<file path="src/rtl/gsr_pkg.sv">
package gsr_pkg;

    typedef enum logic [1:0] {
        MS_IDLE,
        MS_HIGH,
        MS_LOW
    } meter_state_e;

    typedef enum logic [1:0] {
        RP_IDLE,
        RP_MARK,
        RP_SPACE,
        RP_TAIL
    } replay_state_e;

endpackage

</file>
<file path="src/rtl/gsr_meter.sv">
module gsr_meter #(
    parameter int CW        = 12,
    parameter int END_TICKS = 500
) (
    input  logic          clk,
    input  logic          rst_n,
    input  logic          tick,
    input  logic          din,
    output logic          push,
    output logic [CW-1:0] push_width,
    output logic          burst_end
);
    import gsr_pkg::*;

    localparam logic [CW-1:0] CNT_MAX = {CW{1'b1}};
    localparam logic [CW-1:0] END_LIM = CW'(END_TICKS);
    localparam logic [CW-1:0] ONE     = CW'(1);

    meter_state_e  state_q, state_d;
    logic          din_q;
    logic [CW-1:0] wcnt_q;
    logic [CW-1:0] lcnt_q;

    // one register stage on the raw input line
    always_ff @(posedge clk) begin
        if (!rst_n) din_q <= 1'b0;
        else        din_q <= din;
    end

    // state register
    always_ff @(posedge clk) begin
        if (!rst_n) state_q <= MS_IDLE;
        else        state_q <= state_d;
    end

    // next state and strobes
    always_comb begin
        state_d   = state_q;
        push      = 1'b0;
        burst_end = 1'b0;
        unique case (state_q)
            MS_IDLE: begin
                if (din_q) state_d = MS_HIGH;
            end
            MS_HIGH: begin
                if (!din_q) begin
                    push    = 1'b1;
                    state_d = MS_LOW;
                end
            end
            MS_LOW: begin
                if (din_q) begin
                    state_d = MS_HIGH;
                end else if (lcnt_q > END_LIM) begin
                    burst_end = 1'b1;
                    state_d   = MS_IDLE;
                end
            end
            default: state_d = MS_IDLE;
        endcase
    end

    assign push_width = (wcnt_q == '0) ? ONE : wcnt_q;

    // width and low-time counters
    always_ff @(posedge clk) begin
        if (!rst_n) begin
            wcnt_q <= '0;
            lcnt_q <= '0;
        end else begin
            if (state_q != MS_HIGH && state_d == MS_HIGH)
                wcnt_q <= tick ? ONE : '0;
            else if (state_q == MS_HIGH && tick && wcnt_q != CNT_MAX)
                wcnt_q <= wcnt_q + ONE;

            if (state_q != MS_LOW)
                lcnt_q <= '0;
            else if (tick && lcnt_q != CNT_MAX)
                lcnt_q <= lcnt_q + ONE;
        end
    end

endmodule

</file>
<file path="src/rtl/gsr_fifo.sv">
module gsr_fifo #(
    parameter int CW    = 12,
    parameter int DEPTH = 8,
    parameter int CNT_W = $clog2(DEPTH + 1)
) (
    input  logic             clk,
    input  logic             rst_n,
    input  logic             push,
    input  logic [CW-1:0]    push_width,
    input  logic             mark_last,
    input  logic             pop,
    output logic [CW-1:0]    head_width,
    output logic             head_last,
    output logic [CNT_W-1:0] count,
    output logic             accepted,
    output logic             dropped
);
    localparam int PW = (DEPTH > 1) ? $clog2(DEPTH) : 1;
    localparam logic [PW-1:0]    PTR_LAST = PW'(DEPTH - 1);
    localparam logic [CNT_W-1:0] FULL_CNT = CNT_W'(DEPTH);

    logic [CW-1:0] wmem [DEPTH];
    logic          lmem [DEPTH];
    logic [PW-1:0] wr_ptr_q, rd_ptr_q, prev_ptr;
    logic [CNT_W-1:0] count_q;

    assign accepted   = push && (count_q != FULL_CNT);
    assign dropped    = push && (count_q == FULL_CNT);
    assign head_width = wmem[rd_ptr_q];
    assign head_last  = lmem[rd_ptr_q];
    assign count      = count_q;
    assign prev_ptr   = (wr_ptr_q == '0) ? PTR_LAST : wr_ptr_q - PW'(1);

    always_ff @(posedge clk) begin
        if (!rst_n) begin
            for (int i = 0; i < DEPTH; i++) begin
                wmem[i] <= '0;
                lmem[i] <= 1'b0;
            end
        end else begin
            if (accepted) begin
                wmem[wr_ptr_q] <= push_width;
                lmem[wr_ptr_q] <= 1'b0;
            end
            if (mark_last) lmem[prev_ptr] <= 1'b1;
        end
    end

    always_ff @(posedge clk) begin
        if (!rst_n) begin
            wr_ptr_q <= '0;
            rd_ptr_q <= '0;
            count_q  <= '0;
        end else begin
            if (accepted) wr_ptr_q <= (wr_ptr_q == PTR_LAST) ? '0 : wr_ptr_q + PW'(1);
            if (pop)      rd_ptr_q <= (rd_ptr_q == PTR_LAST) ? '0 : rd_ptr_q + PW'(1);
            unique case ({accepted, pop})
                2'b10:   count_q <= count_q + CNT_W'(1);
                2'b01:   count_q <= count_q - CNT_W'(1);
                default: count_q <= count_q;
            endcase
        end
    end

endmodule

</file>
<file path="src/rtl/gsr_replay.sv">
module gsr_replay #(
    parameter int CW          = 12,
    parameter int GAP_TICKS   = 200,
    parameter int TRAIL_TICKS = 200
) (
    input  logic          clk,
    input  logic          rst_n,
    input  logic          tick,
    input  logic          start,
    input  logic [CW-1:0] head_width,
    input  logic          head_last,
    output logic          pop,
    output logic          frame_done,
    output logic          line_active
);
    import gsr_pkg::*;

    localparam int MAXC = (GAP_TICKS > TRAIL_TICKS) ? GAP_TICKS : TRAIL_TICKS;
    localparam int MW   = $clog2(MAXC + 1);
    localparam int RW   = (CW > MW) ? CW : MW;
    localparam logic [RW-1:0] GAP_L   = RW'(GAP_TICKS);
    localparam logic [RW-1:0] TRAIL_L = RW'(TRAIL_TICKS);
    localparam logic [RW-1:0] ONE     = RW'(1);

    replay_state_e state_q, state_d;
    logic [RW-1:0] cnt_q, cnt_d;
    logic          last_q, last_d;
    logic          tail_q, tail_d;
    logic          seg_done;

    assign seg_done = tick && (cnt_q <= ONE);

    // state register with its counter and flags
    always_ff @(posedge clk) begin
        if (!rst_n) begin
            state_q <= RP_IDLE;
            cnt_q   <= '0;
            last_q  <= 1'b0;
            tail_q  <= 1'b0;
        end else begin
            state_q <= state_d;
            cnt_q   <= cnt_d;
            last_q  <= last_d;
            tail_q  <= tail_d;
        end
    end

    always_comb begin
        state_d    = state_q;
        cnt_d      = cnt_q;
        last_d     = last_q;
        tail_d     = tail_q;
        pop        = 1'b0;
        frame_done = 1'b0;
        unique case (state_q)
            RP_IDLE: begin
                if (start) begin
                    pop     = 1'b1;
                    cnt_d   = RW'(head_width);
                    last_d  = head_last;
                    state_d = RP_MARK;
                end
            end
            RP_MARK: begin
                if (seg_done) begin
                    cnt_d   = GAP_L;
                    tail_d  = last_q;
                    state_d = RP_SPACE;
                end else if (tick) begin
                    cnt_d = cnt_q - ONE;
                end
            end
            RP_SPACE: begin
                if (seg_done) begin
                    if (tail_q) begin
                        cnt_d   = TRAIL_L;
                        state_d = RP_TAIL;
                    end else begin
                        pop     = 1'b1;
                        cnt_d   = RW'(head_width);
                        last_d  = head_last;
                        state_d = RP_MARK;
                    end
                end else if (tick) begin
                    cnt_d = cnt_q - ONE;
                end
            end
            RP_TAIL: begin
                if (seg_done) begin
                    frame_done = 1'b1;
                    tail_d     = 1'b0;
                    state_d    = RP_IDLE;
                end else if (tick) begin
                    cnt_d = cnt_q - ONE;
                end
            end
            default: state_d = RP_IDLE;
        endcase
    end

    // output decode
    always_comb begin
        line_active = (state_q == RP_MARK) || (state_q == RP_TAIL);
    end

endmodule

</file>
<file path="src/rtl/gap_stretch_reshaper.sv">
module gap_stretch_reshaper #(
    parameter int CW          = 12,
    parameter int DEPTH       = 8,
    parameter int GAP_TICKS   = 200,
    parameter int TRAIL_TICKS = 200,
    parameter int END_TICKS   = 500
) (
    input  logic clk,
    input  logic rst_n,
    input  logic tick_us,
    input  logic pulse_in,
    output logic pulse_out_n,
    output logic overflow_err
);
    localparam int CNT_W = $clog2(DEPTH + 1);

    logic             push, burst_end, pop, frame_done, line_active;
    logic             accepted, dropped, mark_last, head_last;
    logic [CW-1:0]    push_width, head_width;
    logic [CNT_W-1:0] fifo_count;
    logic [CNT_W-1:0] burst_cnt_q;
    logic [CNT_W-1:0] bursts_ready;
    logic             err_q;

    gsr_meter #(.CW(CW), .END_TICKS(END_TICKS)) u_meter (
        .clk(clk), .rst_n(rst_n), .tick(tick_us), .din(pulse_in),
        .push(push), .push_width(push_width), .burst_end(burst_end)
    );

    gsr_fifo #(.CW(CW), .DEPTH(DEPTH), .CNT_W(CNT_W)) u_fifo (
        .clk(clk), .rst_n(rst_n), .push(push), .push_width(push_width),
        .mark_last(mark_last), .pop(pop), .head_width(head_width),
        .head_last(head_last), .count(fifo_count), .accepted(accepted),
        .dropped(dropped)
    );

    gsr_replay #(.CW(CW), .GAP_TICKS(GAP_TICKS), .TRAIL_TICKS(TRAIL_TICKS)) u_replay (
        .clk(clk), .rst_n(rst_n), .tick(tick_us), .start(bursts_ready != '0),
        .head_width(head_width), .head_last(head_last), .pop(pop),
        .frame_done(frame_done), .line_active(line_active)
    );

    assign mark_last = burst_end && (burst_cnt_q != '0);

    always_ff @(posedge clk) begin
        if (!rst_n) begin
            burst_cnt_q  <= '0;
            bursts_ready <= '0;
            err_q        <= 1'b0;
        end else begin
            if (burst_end)     burst_cnt_q <= '0;
            else if (accepted) burst_cnt_q <= burst_cnt_q + CNT_W'(1);

            unique case ({mark_last, frame_done})
                2'b10:   bursts_ready <= bursts_ready + CNT_W'(1);
                2'b01:   bursts_ready <= bursts_ready - CNT_W'(1);
                default: bursts_ready <= bursts_ready;
            endcase

            if (dropped) err_q <= 1'b1;
        end
    end

    assign pulse_out_n  = ~line_active;
    assign overflow_err = err_q;

endmodule

</file>
<file path="config.mk">
export PLATFORM = sky130hd
export DESIGN_NAME = gap_stretch_reshaper
export DESIGN_NICKNAME = d
export VERILOG_FILES = /design/src/rtl/gsr_pkg.sv /design/src/rtl/gsr_meter.sv /design/src/rtl/gsr_fifo.sv /design/src/rtl/gsr_replay.sv /design/src/rtl/gap_stretch_reshaper.sv
export SDC_FILE = /design/constraint.sdc
export NUM_CORES = 1
export LEC_CHECK = 0
export BUFFER_PORTS_ARGS = -buffer_cell sky130_fd_sc_hd__buf_2
export CAP_MARGIN = 5
export CORE_MARGIN = 5
export CORE_UTILIZATION = 54
export CTS_CLUSTER_DIAMETER = 120
export DETAILED_ROUTE_END_ITERATION = 8
export GPL_TIMING_DRIVEN = 0
export PLACE_DENSITY = 0.73
export RECOVER_POWER = 100
export SLEW_MARGIN = 20
export SYNTH_ARGS = -nofsm -noshare
export SYNTH_HDL_FRONTEND = slang
export SYNTH_SLANG_ARGS = --single-unit
</file>
<file path="constraint.sdc">
create_clock -name clk -period 6.7 [get_ports clk]
set_clock_uncertainty 0.05 [all_clocks]
set_input_delay 1.005 -clock clk [delete_from_list [all_inputs] [get_ports clk]]
set_output_delay 1.005 -clock clk [all_outputs]
set_load 0.02 [all_outputs]
</file>
* Yosys cells after proc, flatten, opt, wreduce, memory -nomap -nowiden
Memory sizes are Yosys's and may differ from the RTL's. A register that Yosys moved wholly into a read port is not among the register bits. Index checks and enable logic that the tools add are counted.
Storage, ports and cells: bits in writable memories 104, input bits 4, register bits after elaboration 62, logic and storage cells 149, output and inout port bits 2, memories kept 2
Cells by class: equality and inequality tests 24, bitwise logic cells 2, multiplexer cells 65, add/sub/neg operators 11, order comparisons 2, reductions and logical operators 29
Memory list:
- u_fifo.wmem | words 8, width 12, rd ports 1, clocked after memory_dff 1, write ports 8, RTL line gsr_fifo.sv:22 | logic [CW-1:0] wmem [DEPTH];
- u_fifo.lmem | words 8, width 1, rd ports 1, clocked after memory_dff 1, write ports 8, RTL line gsr_fifo.sv:23 | logic lmem [DEPTH];
Operator list (count):
- two-way mux 12 bit | 10
- one-hot mux 12 bit (4 select lines) | 1
- two-way mux 3 bit | 10
- two-way mux 1 bit | 28
- adder 12 x 1 -> 12 bit (second input constant) | 2
- inequality test 12 bit (second input constant) | 2
- two-way mux 2 bit | 9
- one-hot mux 4 bit (2 select lines) | 2
- adder 4 x 1 -> 4 bit (second input constant) | 3
- > comparator 12 x 9 -> 1 bit (second input constant) | 1
- less-or-equal comparator 12 x 1 -> 1 bit (second input constant) | 1
- zero test 12 bit | 1
- OR reduction 12 bit | 1
- subtractor 12 x 1 -> 12 bit (second input constant) | 1
- == test 2 x 1 -> 1 bit (second input constant) | 5
- == test 2 bit (second input constant) | 5
- inequality test 2 x 1 -> 1 bit (second input constant) | 5
- nonzero test 2 bit | 5
- logical AND 1 bit | 8
- one-hot mux 2 bit (4 select lines) | 1
- AND reduction 4 bit | 2
- nonzero test 4 bit | 2
- subtractor 4 x 1 -> 4 bit (second input constant) | 2
- adder 3 x 1 -> 3 bit (second input constant) | 2
- 15 further kinds | 24

* Depth between registers and ports, before layout
depth after elaboration 10, depth in mapped cells 14, depth with buffers taken out 14

* Hierarchy
A second synthesis with hierarchy kept.
Unflattened totals: cell total of the unflattened synthesis 749, area total of the unflattened synthesis 8305.5 um^2
Modules (own cells, without submodules):
- gsr_fifo | sequential area each 3303.2 um^2, cells an instance 384, area each 5241.3 um^2, instances 1
- gsr_meter | sequential area each 540.5 um^2, cells an instance 179, area each 1519.0 um^2, instances 1
- gsr_replay | sequential area each 320.3 um^2, cells an instance 132, area each 1053.5 um^2, instances 1
- gap_stretch_reshaper | sequential area each 180.2 um^2, cells an instance 54, area each 491.7 um^2, instances 1

* Worst setup path before layout
No wires, ideal clock.
kind input to register, start point input tick_us, end point register bursts_ready[3], arrival time 3.531 ns, required time 6.579 ns, cell stages on the path 13, setup time 0.071 ns, path buffers 2, path slack 3.048 ns, cells stage by stage buf_2 > inv_1 > or4_4 > or2_1 > buf_6 > nor3_1 > ha_1 > ha_1 > a21o_1 > a21oi_1 > xnor2_1 > or3_1 > a21oi_1
On the way: cells in the longest elaborated chain, start to end 5, elaborated cells between the ends (all ways) 7, classes of those cells eq/ne: 2; mux: 3; reduce/logical: 2
Ends and longest elaborated chain:
- from (decl) | RTL line gap_stretch_reshaper.sv:10 | input logic tick_us,
- logical AND 1 bit * | RTL line gsr_replay.sv:31 | assign seg_done = tick && (cnt_q <= ONE);
- two-way mux 1 bit * | RTL line gsr_replay.sv:89 | if (seg_done) begin
- two-way mux 1 bit * | RTL line gsr_replay.sv:55 | unique case (state_q)
- == test 2 x 1 -> 1 bit / == test 2 bit (equally long branches) | RTL line gap_stretch_reshaper.sv:54 | unique case ({mark_last, frame_done})
- one-hot mux 4 bit (2 select lines) / nonzero test 2 bit (equally long branches)
- to (signal assigned) | RTL line gap_stretch_reshaper.sv:55 | 2'b10: bursts_ready <= bursts_ready + CNT_W'(1);
- to (signal assigned) | RTL line gap_stretch_reshaper.sv:56 | 2'b01: bursts_ready <= bursts_ready - CNT_W'(1);
- to (signal assigned) | RTL line gap_stretch_reshaper.sv:57 | default: bursts_ready <= bursts_ready;
- to (decl) | RTL line gap_stretch_reshaper.sv:22 | logic [CNT_W-1:0] bursts_ready;
Mark *: on every way between the ends. The rest lies on a longest branch, timed or not. A chain may end at the register's enable or synchronous reset.

* Worst setup path after layout
start point input tick_us, end point register u_fifo.count_q[2] (netlist: u_fifo.count[2])
On the way: cells in the longest elaborated chain, start to end 5, elaborated cells between the ends (all ways) 7, classes of those cells eq/ne: 2; mux: 3; reduce/logical: 2
Ends and longest elaborated chain:
- logical AND 1 bit * | RTL line gsr_replay.sv:31
- two-way mux 1 bit * | RTL line gsr_replay.sv:74 | if (seg_done) begin
- one-hot mux 1 bit (2 select lines) * | RTL line gsr_replay.sv:55
- == test 2 x 1 -> 1 bit / == test 2 bit (equally long branches) | RTL line gsr_fifo.sv:57 | unique case ({accepted, pop})
- one-hot mux 4 bit (2 select lines) / nonzero test 2 bit (equally long branches)
- to (signal assigned) | RTL line gsr_fifo.sv:58 | 2'b10: count_q <= count_q + CNT_W'(1);
- to (signal assigned) | RTL line gsr_fifo.sv:59 | 2'b01: count_q <= count_q - CNT_W'(1);
- to (signal assigned) | RTL line gsr_fifo.sv:60 | default: count_q <= count_q;
- to (decl) | RTL line gsr_fifo.sv:25 | logic [CNT_W-1:0] count_q;
Marked as above.

==> results.ini <==
[die]
ios=6
rows=45
die_h_um=134
fp.dieArea_mm2=0.0180
start_util_pct=55.0
fp.dieW_um=134
core-area_mm2=0.0151

[yosys]
yosysSeqAreaShare_pct=52.2
ys.flop_type=edfxtp_1
syn_area_mm2=0.00832
synth-edff-count=96
synth_warnings=0
ys_types=69
synthArstFlopShare_pct=0
synth_cells=753
synth_fp_nets=778
synth_common_cells=96 x edfxtp_1, 81 x nor2_1, 73 x dfxtp_1, 64 x and2_1, 49 x nand2_1
synth.most_common_cell=edfxtp_1
synth_area_leader_cell=edfxtp_1
synth_area_leaders=edfxtp_1 35%, dfxtp_1 18%, mux4_2 7.0%, and2_1 4.8%, nor2_1 3.7%
ys_seq_elements=169
synth_top_area_share_pct=34.6
avgSynthCellArea_um2=11.1

[global_route]
gr-total-overflow=0
grt_pass1_wl_um=30500
grt_use_total_pct=21.9
grt_pass1_vias=5841
grt.busiest_layer=met2
antenna_found_initial=0
use_met1_pct=28.7
grt_use_met2_pct=35.3
use_met3_pct=5.44
grt_max_degree=17

[clocking]
cts.clk_slew.worst_paths_ps=60
htree_num_levels=4
cts-root-buf=clkbuf_16
cts.sink_count=169
cts_tree=done
clock_latency_ps=440
ctsResizeCount=0
ctsHoldBuffers=0
cts_setup_buffers=0
clk_path_buf_depth=2
cts_buffers=17

[placed_design]
preCtsSetupSlack_ps=2470
dp_hpwl_um=13200
gp_congestion=0.915
numPortBuffers=3
post-place-cells=944

[detailed_routing]
wl_per_cell_um=19.2
postRouteWirelength_um=18800
drtIter0Drc=414
num_vias=5889
viasPerCell=6.03
drtPass1Iterations=5
ant_nets=0
drcViolationCount=0

[worst_setup_path]
critPathRequiredTime_ps=7010
worstPathMaxFanout=10
cp-end-kind=register
cp-start-kind=primary input
worstPathArrival_ps=4710
path_class=in -> reg

[sta]
slew_headroom_pct=14.8
worst_slack_ps=2290
finalSetupViolations=0
fmax_mhz=227
rsz0062_at_grt=no
min_period_ps=4410
setup-tns-final_ps=0
min_period_over_period_pct=65.8
drv_slew=0
hold_viol=0
worst_pin_slew_ps=1270

[final_layout]
area_growth_pct=9.44
layoutNonFillerInstCount=976
nets=800
fillCellCount=1192
layout-drive-gt1-share_pct=9.77
diodes=0

[power_and_ir_drop]
p_leak_uw=0.00324
share_comb_of_total_power_pct=3.4
power_density_mw_per_mm2=237
power.switching_uw=479
p_sw_share_pct=22.2
pwr-share-seq_pct=52.0
pwr-share-clk_pct=44.6
ir_drop_uv=185
intPower_uw=1680

[min_path]
min_path_type=reg -> reg

[status]
status=finished, final reports clean

[job]
drv_cap=0

[layout by cell type, fill, tap and decap left out, types with 5 or more instances in the layout]
cell type	netlist	final
edfxtp_1	96	96
nor2_1	81	81
dfxtp_1	73	73
nand2_1	49	49
and2_0	0	44
clkbuf_1	33	40
a21oi_1	30	31
mux4_2	26	26
and3_1	24	24
nand3_1	23	23
inv_1	22	22
xor2_1	22	22
and2_1	64	20
ha_1	20	20
mux2i_1	19	19
clkbuf_16	0	19
o21ai_0	18	18
nor3_1	14	14
nand4_1	13	13
or3_1	12	12
nor2b_1	7	7
a31oi_1	7	7
buf_2	6	6
o22ai_1	6	6
a32o_1	5	5
xnor2_1	5	5
o32a_1	5	5
[worst paths after layout]
check / endpoint / startpoint / slack (ps) / cells after the start
max: u_fifo.count[2] / tick_us / 2290 / 13
min: u_fifo.lmem[2] / u_fifo.lmem[2] / 420 / 2
max reg2reg: u_fifo.count[2] / u_replay.cnt_q[8] / 2950 / 12
min reg2reg: u_fifo.lmem[2] / u_fifo.lmem[2] / 420 / 2
[metal layers]
layer	share of wire [%]	up-vias
met3	7.1	31
met2	49	218
met1	42	2855
met4	1.9	0
li1	-	2785
met5	0	-
[power by group through the flow]
stage	clock network, uW	logic [uW]	registers, uW
2_1_floorplan	0	52.5	1140
3_3_place_gp	0	71.9	1150
3_5_place_dp	0	73.9	1150
4_1_cts	976	74.4	1120
5_1_grt	1030	80.5	1130
6_report	965	72.9	1120
[cell families after synthesis]
| logic type | share of synthesized area (%) |
|---|---|
| xor gates and xnor gates | 2.84 |
| adders and majority gates | 3.50 |
| muxes | 9.59 |
| and+or+nand+nor | 19.8 |
| AOI/OAI and AO/OA | 8.73 |
| DFF | 52.2 |
| buffers and inverters | 3.38 |
[cell type report]
| class | instances | area, um2 | area share, % |
|---|---|---|---|
| Multi-Input combinational cell | 516 | 3670 | 40.3 |
| Clock buffer | 22 | 507 | 5.56 |
| Tap cell | 188 | 235 | 2.58 |
| Inverter | 23 | 86.3 | 0.948 |
| Clock inverter | 10 | 76.3 | 0.838 |
| Sequential cell | 169 | 4340 | 47.7 |
| Buffer | 45 | 178 | 1.95 |
| Timing Repair Buffer | 3 | 13.8 | 0.151 |
[flip-flops by register name, summed over array words and instances (netlist names), named ones only]
| name | count |
|---|---|
| overflow_err | 1 |
| u_replay.last_q | 1 |
| u_fifo.lmem | 8 |
| u_replay.state_q | 2 |
| u_replay.cnt_q | 12 |
| bursts_ready | 4 |
| u_meter.din_q | 1 |
| u_fifo.wmem | 96 |
| burst_cnt_q | 4 |
| u_meter.lcnt_q | 12 |
| u_meter.wcnt_q | 12 |
| u_fifo.wr_ptr_q | 3 |
| u_fifo.count | 4 |
| u_replay.tail_q | 1 |
| u_fifo.rd_ptr_q | 3 |
| u_meter.state_q | 2 |
[stage by stage]
stage / area [um2] / hold WS [ps] / utilization (%) / total power, uW
after floorplan: 8320 / 388 / - / 1200
after global placement: 8570 / 401 / 56.6 / 1220
after detailed placement: 8580 / 407 / 56.7 / 1220
after CTS: 9160 / 414 / 60.5 / 2170
after global routing: 9110 / 431 / 60.1 / 2230
final: 9110 / 417 / 60.1 / 2160
[worst max-delay path, stage by stage]
cell      delay (ps)
clkbuf_1         460
inv_1            310
or4_1            630
o31ai_1          630
nand3_4          220
inv_1            180
ha_1             270
xor2_1           170
ha_1             160
a21oi_1           50
xor2_1           170
or3_1            310
a21oi_1          150
Note: power is estimated with default switching activity, not from simulation.
